## src/rtl/eth_rxchk_pkg.sv

```systemverilog
// Shared definitions for the receive packet checker: monitor states and
// fixed counts. Assumes nothing beyond a SystemVerilog-2017 compiler.
package eth_rxchk_pkg;
    typedef enum logic [3:0] {
        ST_IDLE,
        ST_LOCK,
        ST_WAIT_ALIGN,
        ST_INIT,
        ST_RX,
        ST_DONE,
        ST_TS_RX,
        ST_TS_DONE,
        ST_WAIT_RST
    } mon_state_t;

    localparam int TS_PKTS   = 3;
    localparam int FCS_BYTES = 4;
endpackage

```

## src/rtl/rxchk_seq.sv

```systemverilog
// Bring-up and run sequencer for the receive checker. Steps from idle
// through lock and alignment, counts packets, takes the optional pause and
// timestamp branches, and holds the sticky fail flag.
// Assumes pkt_end is a single-cycle strobe per packet end beat.
module rxchk_seq
    import eth_rxchk_pkg::*;
#(
    parameter int NUM_PKTS = 16,
    parameter bit FC_EN    = 1'b0,
    parameter bit TS_EN    = 1'b0
) (
    input  logic clk,
    input  logic rst_n,
    input  logic reset_done,
    input  logic aligned,
    input  logic restart,
    input  logic restart_rise,
    input  logic pause_done,
    input  logic pkt_end,
    input  logic pkt_bad,
    output logic arm,
    output logic lock_ind,
    output logic busy_ind,
    output logic aligned_ind,
    output logic fail_ind,
    output logic done_ind
);
    localparam int MAX_CNT = (NUM_PKTS > TS_PKTS) ? NUM_PKTS : TS_PKTS;
    localparam int CNT_W   = $clog2(MAX_CNT + 1);
    localparam logic [CNT_W-1:0] LAST_RX = CNT_W'(NUM_PKTS - 1);
    localparam logic [CNT_W-1:0] LAST_TS = CNT_W'(TS_PKTS - 1);

    mon_state_t       state, nxt;
    logic [CNT_W-1:0] cnt_q;
    logic             fail_q;
    logic             post_align;

    assign post_align = state inside {ST_INIT, ST_RX, ST_DONE, ST_TS_RX,
                                      ST_TS_DONE, ST_WAIT_RST};

    // Next-state selection, with alignment loss overriding everything.
    always_comb begin
        nxt = state;
        unique case (state)
            ST_IDLE:       if (reset_done) nxt = ST_LOCK;
            ST_LOCK:       nxt = ST_WAIT_ALIGN;
            ST_WAIT_ALIGN: if (aligned) nxt = ST_INIT;
            ST_INIT:       nxt = ST_RX;
            ST_RX:         if (pkt_end && cnt_q == LAST_RX) nxt = ST_DONE;
            ST_DONE: begin
                if (TS_EN)                    nxt = ST_TS_RX;
                else if (!FC_EN || pause_done) nxt = ST_WAIT_RST;
            end
            ST_TS_RX:      if (pkt_end && cnt_q == LAST_TS) nxt = ST_TS_DONE;
            ST_TS_DONE:    if (!FC_EN || pause_done) nxt = ST_WAIT_RST;
            ST_WAIT_RST:   if (restart_rise) nxt = ST_INIT;
            default:       nxt = ST_IDLE;
        endcase
        if (post_align && !aligned) nxt = ST_IDLE;
    end

    // State register.
    always_ff @(posedge clk) begin
        if (!rst_n) state <= ST_IDLE;
        else        state <= nxt;
    end

    // Packet counter: runs only in the two receiving states.
    always_ff @(posedge clk) begin
        if (!rst_n || !arm)  cnt_q <= '0;
        else if (pkt_end)    cnt_q <= cnt_q + 1'b1;
    end

    // Sticky fail flag; restart level clears and wins.
    always_ff @(posedge clk) begin
        if (!rst_n)                                   fail_q <= 1'b0;
        else if (restart)                             fail_q <= 1'b0;
        else if (state == ST_RX && pkt_end && pkt_bad) fail_q <= 1'b1;
    end

    assign arm         = (state == ST_RX) || (state == ST_TS_RX);
    assign lock_ind    = (state != ST_IDLE);
    assign busy_ind    = (state != ST_IDLE) && (state != ST_WAIT_RST);
    assign aligned_ind = post_align;
    assign done_ind    = state inside {ST_DONE, ST_TS_RX, ST_TS_DONE, ST_WAIT_RST};
    assign fail_ind    = fail_q;


    align_loss_chk: assert property (@(posedge clk) disable iff (!rst_n)
        (post_align && !aligned) |=> state == ST_IDLE);

    fail_hold_chk: assert property (@(posedge clk) disable iff (!rst_n)
        (fail_q && !restart) |=> fail_q);

    lock_step_chk: assert property (@(posedge clk) disable iff (!rst_n)
        state == ST_LOCK |=> state == ST_WAIT_ALIGN);

    rst_wait_chk: assert property (@(posedge clk) disable iff (!rst_n)
        (state == ST_WAIT_RST && aligned && !restart_rise) |=> state == ST_WAIT_RST);

    ts_nofail_chk: assert property (@(posedge clk) disable iff (!rst_n)
        (state == ST_TS_RX && !fail_q) |=> !fail_q);

    cnt_bound_chk: assert property (@(posedge clk) disable iff (!rst_n)
        int'(cnt_q) <= MAX_CNT);
endmodule

```

## config.mk

```make
export PLATFORM = sky130hd
export DESIGN_NAME = rxchk_seq
export DESIGN_NICKNAME = d
export VERILOG_FILES = /design/src/rtl/eth_rxchk_pkg.sv /design/src/rtl/rxchk_seq.sv
export SDC_FILE = /design/constraint.sdc
export NUM_CORES = 1
export LEC_CHECK = 0
export BUFFER_PORTS_ARGS = -buffer_cell sky130_fd_sc_hd__buf_2
export CORE_MARGIN = 5
export CORE_UTILIZATION = 35
export CTS_BUF_LIST = sky130_fd_sc_hd__clkbuf_4 sky130_fd_sc_hd__clkbuf_8
export DETAILED_ROUTE_END_ITERATION = 16
export PLACE_DENSITY = 0.64
export SYNTH_ARGS = -nofsm -noshare
export SYNTH_HDL_FRONTEND = slang
export SYNTH_SLANG_ARGS = --single-unit
```

## constraint.sdc

```tcl
create_clock -name clk -period 1.6 [get_ports clk]
set_input_delay 0.24 -clock clk [delete_from_list [all_inputs] [get_ports clk]]
set_output_delay 0.24 -clock clk [all_outputs]
set_load 0.01 [all_outputs]
```

==> impl_metrics.toml, run 1 <==
[critical_path]
cp-end-kind = "output pin"
arrival_ns = 1.44
worstPathRequired_ns = 1.36
crit_path_max_fanout = 4
worstSetupStartpointType = "flop"
path_class = "flop to output pin"

[finish]
instances_no_fill = 117
final_nets = 106
drive_above_1_share = 0.4130
area_delta_synth_final_pct = 36.23
post-route-util = 0.4930
diodes = 0
n_fill_cell = 164

[synth]
synthArstFlopShare = 0
ys_ff_latch = 10
synth_fp_nets = 83
synth_ff_type = "dfxtp_1"
yosysTopAreaCell = "dfxtp_1"
syn_area_per_cell_um2 = 8.706
seq_area_frac_synth = 0.3239
synth_area_leaders = "dfxtp_1, ha_1, nor2_1"
synth_warnings = 0
netlist_area_um2 = 618.1
synth_top_area_share = 0.3239
synth_edf_count = 0
synthCells = 71
ys_types = 35

[cts]
clockBufferDepth = 2
numCtsBuffers = 3
insertion_delay_ns = 0.26
cts_tree = "built"
cts_htree_levels = 1
clock-sinks = 10
path_clk_slew_ns = 0.06
ctsHoldBuffers = 0
root_buffer = "clkbuf_4"

[floorplanning]
row_count = 15
die_w_um = 52.03
pin_count = 15
die-area_um2 = 2707
start_util = 0.3619
core_um2 = 1708
die_h_um = 52.03

[global_route]
overflow = 0
grt_max_degree = 11
antenna_found_initial = 0
grt_pass1_wl_um = 2228
grt_pass1_vias = 521
grt_usage = 0.1095

[drt]
dr.pass1.iters = 4
wl_per_cell_um = 11.87
drc = 0
ant_nets = 0
top_layer = "met4"
vias = 595
wirelength_um = 1389
wl_met1_um = 608
wl_met3_um = 64
route.met2.wl_um = 694
drtIter0Drc = 5
via_per_inst = 5.085

[status]
status = "finished with violations"
violations = "setup timing"

[power_and_ir_drop]
p_per_area_nw_per_um2 = 782.5
finalPower_mw = 0.6589
p_leak_nw = 0.3520
peakVddDrop_mv = 0.3091

[sta]
hold_violations = 0
fin_ws_ns = -0.08088
tightestPinTransition_ns = 0.3346
setup_viol = 3
maxSlewViolCount = 0
finClkSkew_ns = 0.006330
fin_hold_ws_ns = 0.1372
rsz0062_at_grt = "yes"
fmax_mhz = 594.9
finalSetupTns_ns = -0.1414
slew_headroom = 0.7752
fin_crit_ns = 1.681
fin_crit_sh = 1.051

[place]
dp_cells = 110
io_buffer_count = 13
gp_congestion = 0.7314
hpwl_um = 1003

[hold_path]
min_path_type = "primary input to flop"

[flow_run]
cap_violations = 0
==> worst paths after layout <==
path,startpoint,endpoint,slack [ns],cells after the start
worst min-delay path,restart,fail_ind,0.14,2
worst min register to register,cnt_q[1],cnt_q[1],0.50,2
worst max-delay path,state[0],aligned_ind,-0.08,4
worst max register to register,state[0],state[1],-0.01,5
==> per-layer routing <==
layer,vias up,global-route usage
met4,0,0.02620
met1,283,0.1326
li1,295,-
met5,-,0
met3,4,0.04585
met2,13,0.1778
==> area by class of cell <==
cell class	count	area [um^2]	area share
Clock buffer	3	22.52	0.02675
Tap cell	25	31.28	0.03715
Timing Repair Buffer	23	156.4	0.1857
Multi-Input combinational cell	53	412.9	0.4903
Sequential cell	10	207.7	0.2467
Inverter	3	11.26	0.01337
==> critical path: stages, from the launching register on <==
cell and delay (ns):
dfxtp_1 0.34, or4b_4 0.54, o21a_1 0.13, inv_1 0.05
buf_2 0.12
==> sequential cells by signal, indices dropped and copies added (netlist names) <==
register and cells:
state 4, fail_ind 1, cnt_q 5
==> synthesized netlist by cell type (all sizes together), types with 2 or more instances <==
cell,n
dfxtp,10
nor2,9
nand2,4
a211oi,3
a21oi,3
clkbuf,3
ha,3
inv,3
nand3b,3
nor2b,3
o21ai,3
buf,2
nor4bb,2
xor2,2
==> cell usage in the layout (no fill, tap or decap), drive strengths merged, types with 2 or more instances in the layout <==
| cell | n |
|---|---|
| nor4bb | 2 |
| nand3b | 3 |
| a21oi | 3 |
| nor2b | 3 |
| xor2 | 2 |
| nor2 | 9 |
| ha | 3 |
| a211oi | 3 |
| clkbuf | 3 |
| nand2 | 4 |
| buf | 23 |
| o21ai | 3 |
| inv | 3 |
| dfxtp | 10 |
==> per-stage QoR <==
stage          area (um^2)  setup slack [ns]
4_1_cts              792.0          -0.09840
3_5_place_dp         732.0           0.04747
2_1_floorplan        618.1           0.07792
6_report             842.1          -0.08088
5_1_grt              842.1           -0.1360
3_3_place_gp         732.0           0.07720
==> logic make-up after synthesis <==
group	share of synthesized area
XOR/XNOR	0.04252
AND/OR/NAND/NOR	0.3118
AO/OA/AOI/OAI	0.1822
multiplexers	0.01619
flip-flops	0.3239
buffers and inverters	0.06274
adder cells (fa/ha/maj)	0.06074
==> report_power, final <==
group,total [mW],leakage (nW),internal (mW),switching (mW)
sequential,0.272,0.0832,0.261,0.0109
combinational,0.221,0.255,0.128,0.0936
clock,0.166,0.0138,0.0866,0.0794
total,0.659,0.352,0.475,0.184
==> what timing repair did <==
item                                    in CTS  in global routing
pin swaps                                    1                  4
endpoints found under the setup margin       4                  6
cloned                                       0                  0
buffers inserted                             3                  1
resized for setup                            5                  9
Power figures use the tool's default switching activity.
==> run 2: changes to the inputs <==
--- a/config.mk
+++ b/config.mk
@@ -5,6 +5,7 @@
 export SDC_FILE = /design/constraint.sdc
 export NUM_CORES = 1
 export LEC_CHECK = 0
+export ABC_AREA = 1
 export BUFFER_PORTS_ARGS = -buffer_cell sky130_fd_sc_hd__buf_2
 export CORE_MARGIN = 5
 export CORE_UTILIZATION = 35
==> run 2 against run 1 <==
  * Non-clock buffer count fell by 9
  * Sequential power rose by 19%
  * Core utilization fell by 5.1 points
  * The run now ends clean
  * Cell area fell by 9.4%
  * Count of clock-buffer cells in the layout rose by 1
  * Die area rose by 1.5%
  * Synthesized area rose by 1.8%
  * Setup slack improved by 0.21 ns
  * Global-route usage fell by 0.076 points
  * First-iteration DRC count rose to 2.6 times the previous value
  * Largest cell class unchanged
  * Via count rose by 1.2%
  * Synthesized cell count rose by 34%
  * Critical path type unchanged
==> impl_metrics.toml, run 2 <==
[status]
status = "completed"

[critical_path]
path_cells = "nand2_1 > inv_1 > nand2_1 > nand4_2 > buf_2"
path_class = "flop to output pin"
crit_top_cell = "nand2_1"
crit_end = "aligned_ind"
worstSetupStartpointType = "flop"
slowest_stage = "dfxtp_1"
reg2reg_setup_slack_ns = 0.21
cpPeakStageDelay_ns = 0.47
reg2reg_to = "state[1]"
arrival_ns = 1.23
startpoint = "state[1]"
worstRegToRegCells = 11
crit_path_max_fanout = 6
r2r_start = "cnt_q[0]"
cp-end-kind = "output pin"
worstPathRequired_ns = 1.36

[global_route]
antenna_found_initial = 0
grt_max_degree = 9
grt_pass1_wl_um = 2166
overflow = 0
grt_usage = 0.1088
grt_pass1_vias = 550

[synth]
syn_area_per_cell_um2 = 6.625
ys_types = 20
seq_area_frac_synth = 0.3181
synthCells = 95
synth_ff_type = "dfxtp_1"
synth_area_leaders = "dfxtp_1, nand2_1, inv_1"
ys_ff_latch = 10
yosysTopAreaCell = "dfxtp_1"
synth_fp_nets = 107
synth_top_area_share = 0.3181
synth_warnings = 0
netlist_top_cells_count = "nand2_1, inv_1, nor2_1"
synth_edf_count = 0
netlist_area_um2 = 629.4
yosysMostFrequentCell = "nand2_1"
synthArstFlopShare = 0

[place]
io_buffer_count = 13
dp_cells = 133
gp_congestion = 0.7866
hpwl_um = 1051
pre_cts_slack_ns = 0.1609

[power_and_ir_drop]
peakVddDrop_mv = 0.5596
p_per_area_nw_per_um2 = 1203
finalPower_mw = 0.9183
p_leak_nw = 0.3620

[floorplanning]
core_um2 = 1727
pin_count = 15
start_util = 0.3645
die-area_um2 = 2746
die_w_um = 52.41
die_h_um = 52.41
row_count = 15

[cts]
clockBufferDepth = 2
root_buffer = "clkbuf_4"
cts_setup_buffers = 0
clock-sinks = 10
insertion_delay_ns = 0.27
cts_tree = "built"
cts_htree_levels = 1
numCtsBuffers = 3
path_clk_slew_ns = 0.07

[finish]
final_common_cell = "nand2_1"
drive_above_1_share = 0.2768
largest_reg_flops = 5
n_fill_cell = 199
ff_latch_area_um2 = 201.4
diodes = 0
multi_input_area_um2 = 361.6
top_register = "cnt_q"
instances_no_fill = 137
area_delta_synth_final_pct = 21.27
layout_common_cells = "nand2_1, inv_1, buf_2, nor2_1, dfxtp_1"
final_nets = 125

[drt]
wirelength_um = 1275
wl_per_cell_um = 9.307
drtIter0Drc = 13
via_per_inst = 4.394
dr.pass1.iters = 4
drc = 0
vias = 602
ant_nets = 0

[sta]
tightestPinTransition_ns = 0.2612
fmax_mhz = 680.4
hold_violations = 0
setup_viol = 0
maxSlewViolCount = 0
fin_crit_sh = 0.9186
fin_ws_ns = 0.1303
fin_crit_ns = 1.470
rsz0062_at_grt = "no"
slew_headroom = 0.8256
finClkSkew_ns = 0.005401
finalSetupTns_ns = 0

[hold_path]
min_path_type = "primary input to flop"
hp-start = "restart"

[flow_run]
cap_violations = 0
run 2: repair_timing:
| item | in CTS | in global routing |
|---|---|---|
| resized for setup | 0 | 1 |
| endpoints found under the setup margin | 0 | 1 |
| hold buffers | 0 | 0 |
run 2: logic make-up after synthesis:
group	synth area share
compound gates	0.1073
flops	0.3181
buf+inv	0.1074
fa+ha+maj	0.05965
xor+xnor	0.01392
simple gates	0.3936
run 2: metrics by stage:
stage               instance area (um^2)  hold slack [ns]    util
finish                             763.2           0.1305  0.4420
global placement                   725.7           0.4041  0.4203
detailed placement                 725.7           0.4183  0.4203
CTS                                762.0           0.1199  0.4413
floorplan                          629.4           0.3128       -
global route                       763.2           0.1079  0.4420
run 2: worst min-delay path by stage:
stage,end,slack [ns],cells after the start
global route,fail_ind,0.11,2
global placement,fail_ind,0.40,2
detailed placement,fail_ind,0.42,2
floorplan,fail_ind,0.31,1
CTS,fail_ind,0.12,2
finish,fail_ind,0.13,2
run 2: area by class of cell:
cell class / count / area share
timing repair buffer: 14 / 0.09508
tap: 25 / 0.04098
inverter: 16 / 0.07869
multi-input combinational: 68 / 0.4738
clock buffer: 4 / 0.04754
sequential: 10 / 0.2639
run 2: critical path, delay by kind of cell (launching register included):
kind	cells	cell delay [ns]
buf+inv	2	0.20
flops	1	0.47
simple gates	3	0.29
run 2: per-layer routing:
metal | up-vias | track usage | wire length [um]
met5 | - | 0 | 0
met4 | 0 | 0.03830 | 0
met3 | 0 | 0.05983 | 78
met2 | 10 | 0.1839 | 651
met1 | 258 | 0.1121 | 546
li1 | 334 | - | -
run 2: power by group:
part	internal (mW)	leakage [nW]	switching, mW
sequential	0.276	0.0816	0.0483
combinational	0.142	0.259	0.222
clock	0.138	0.0210	0.0913
total	0.557	0.362	0.361
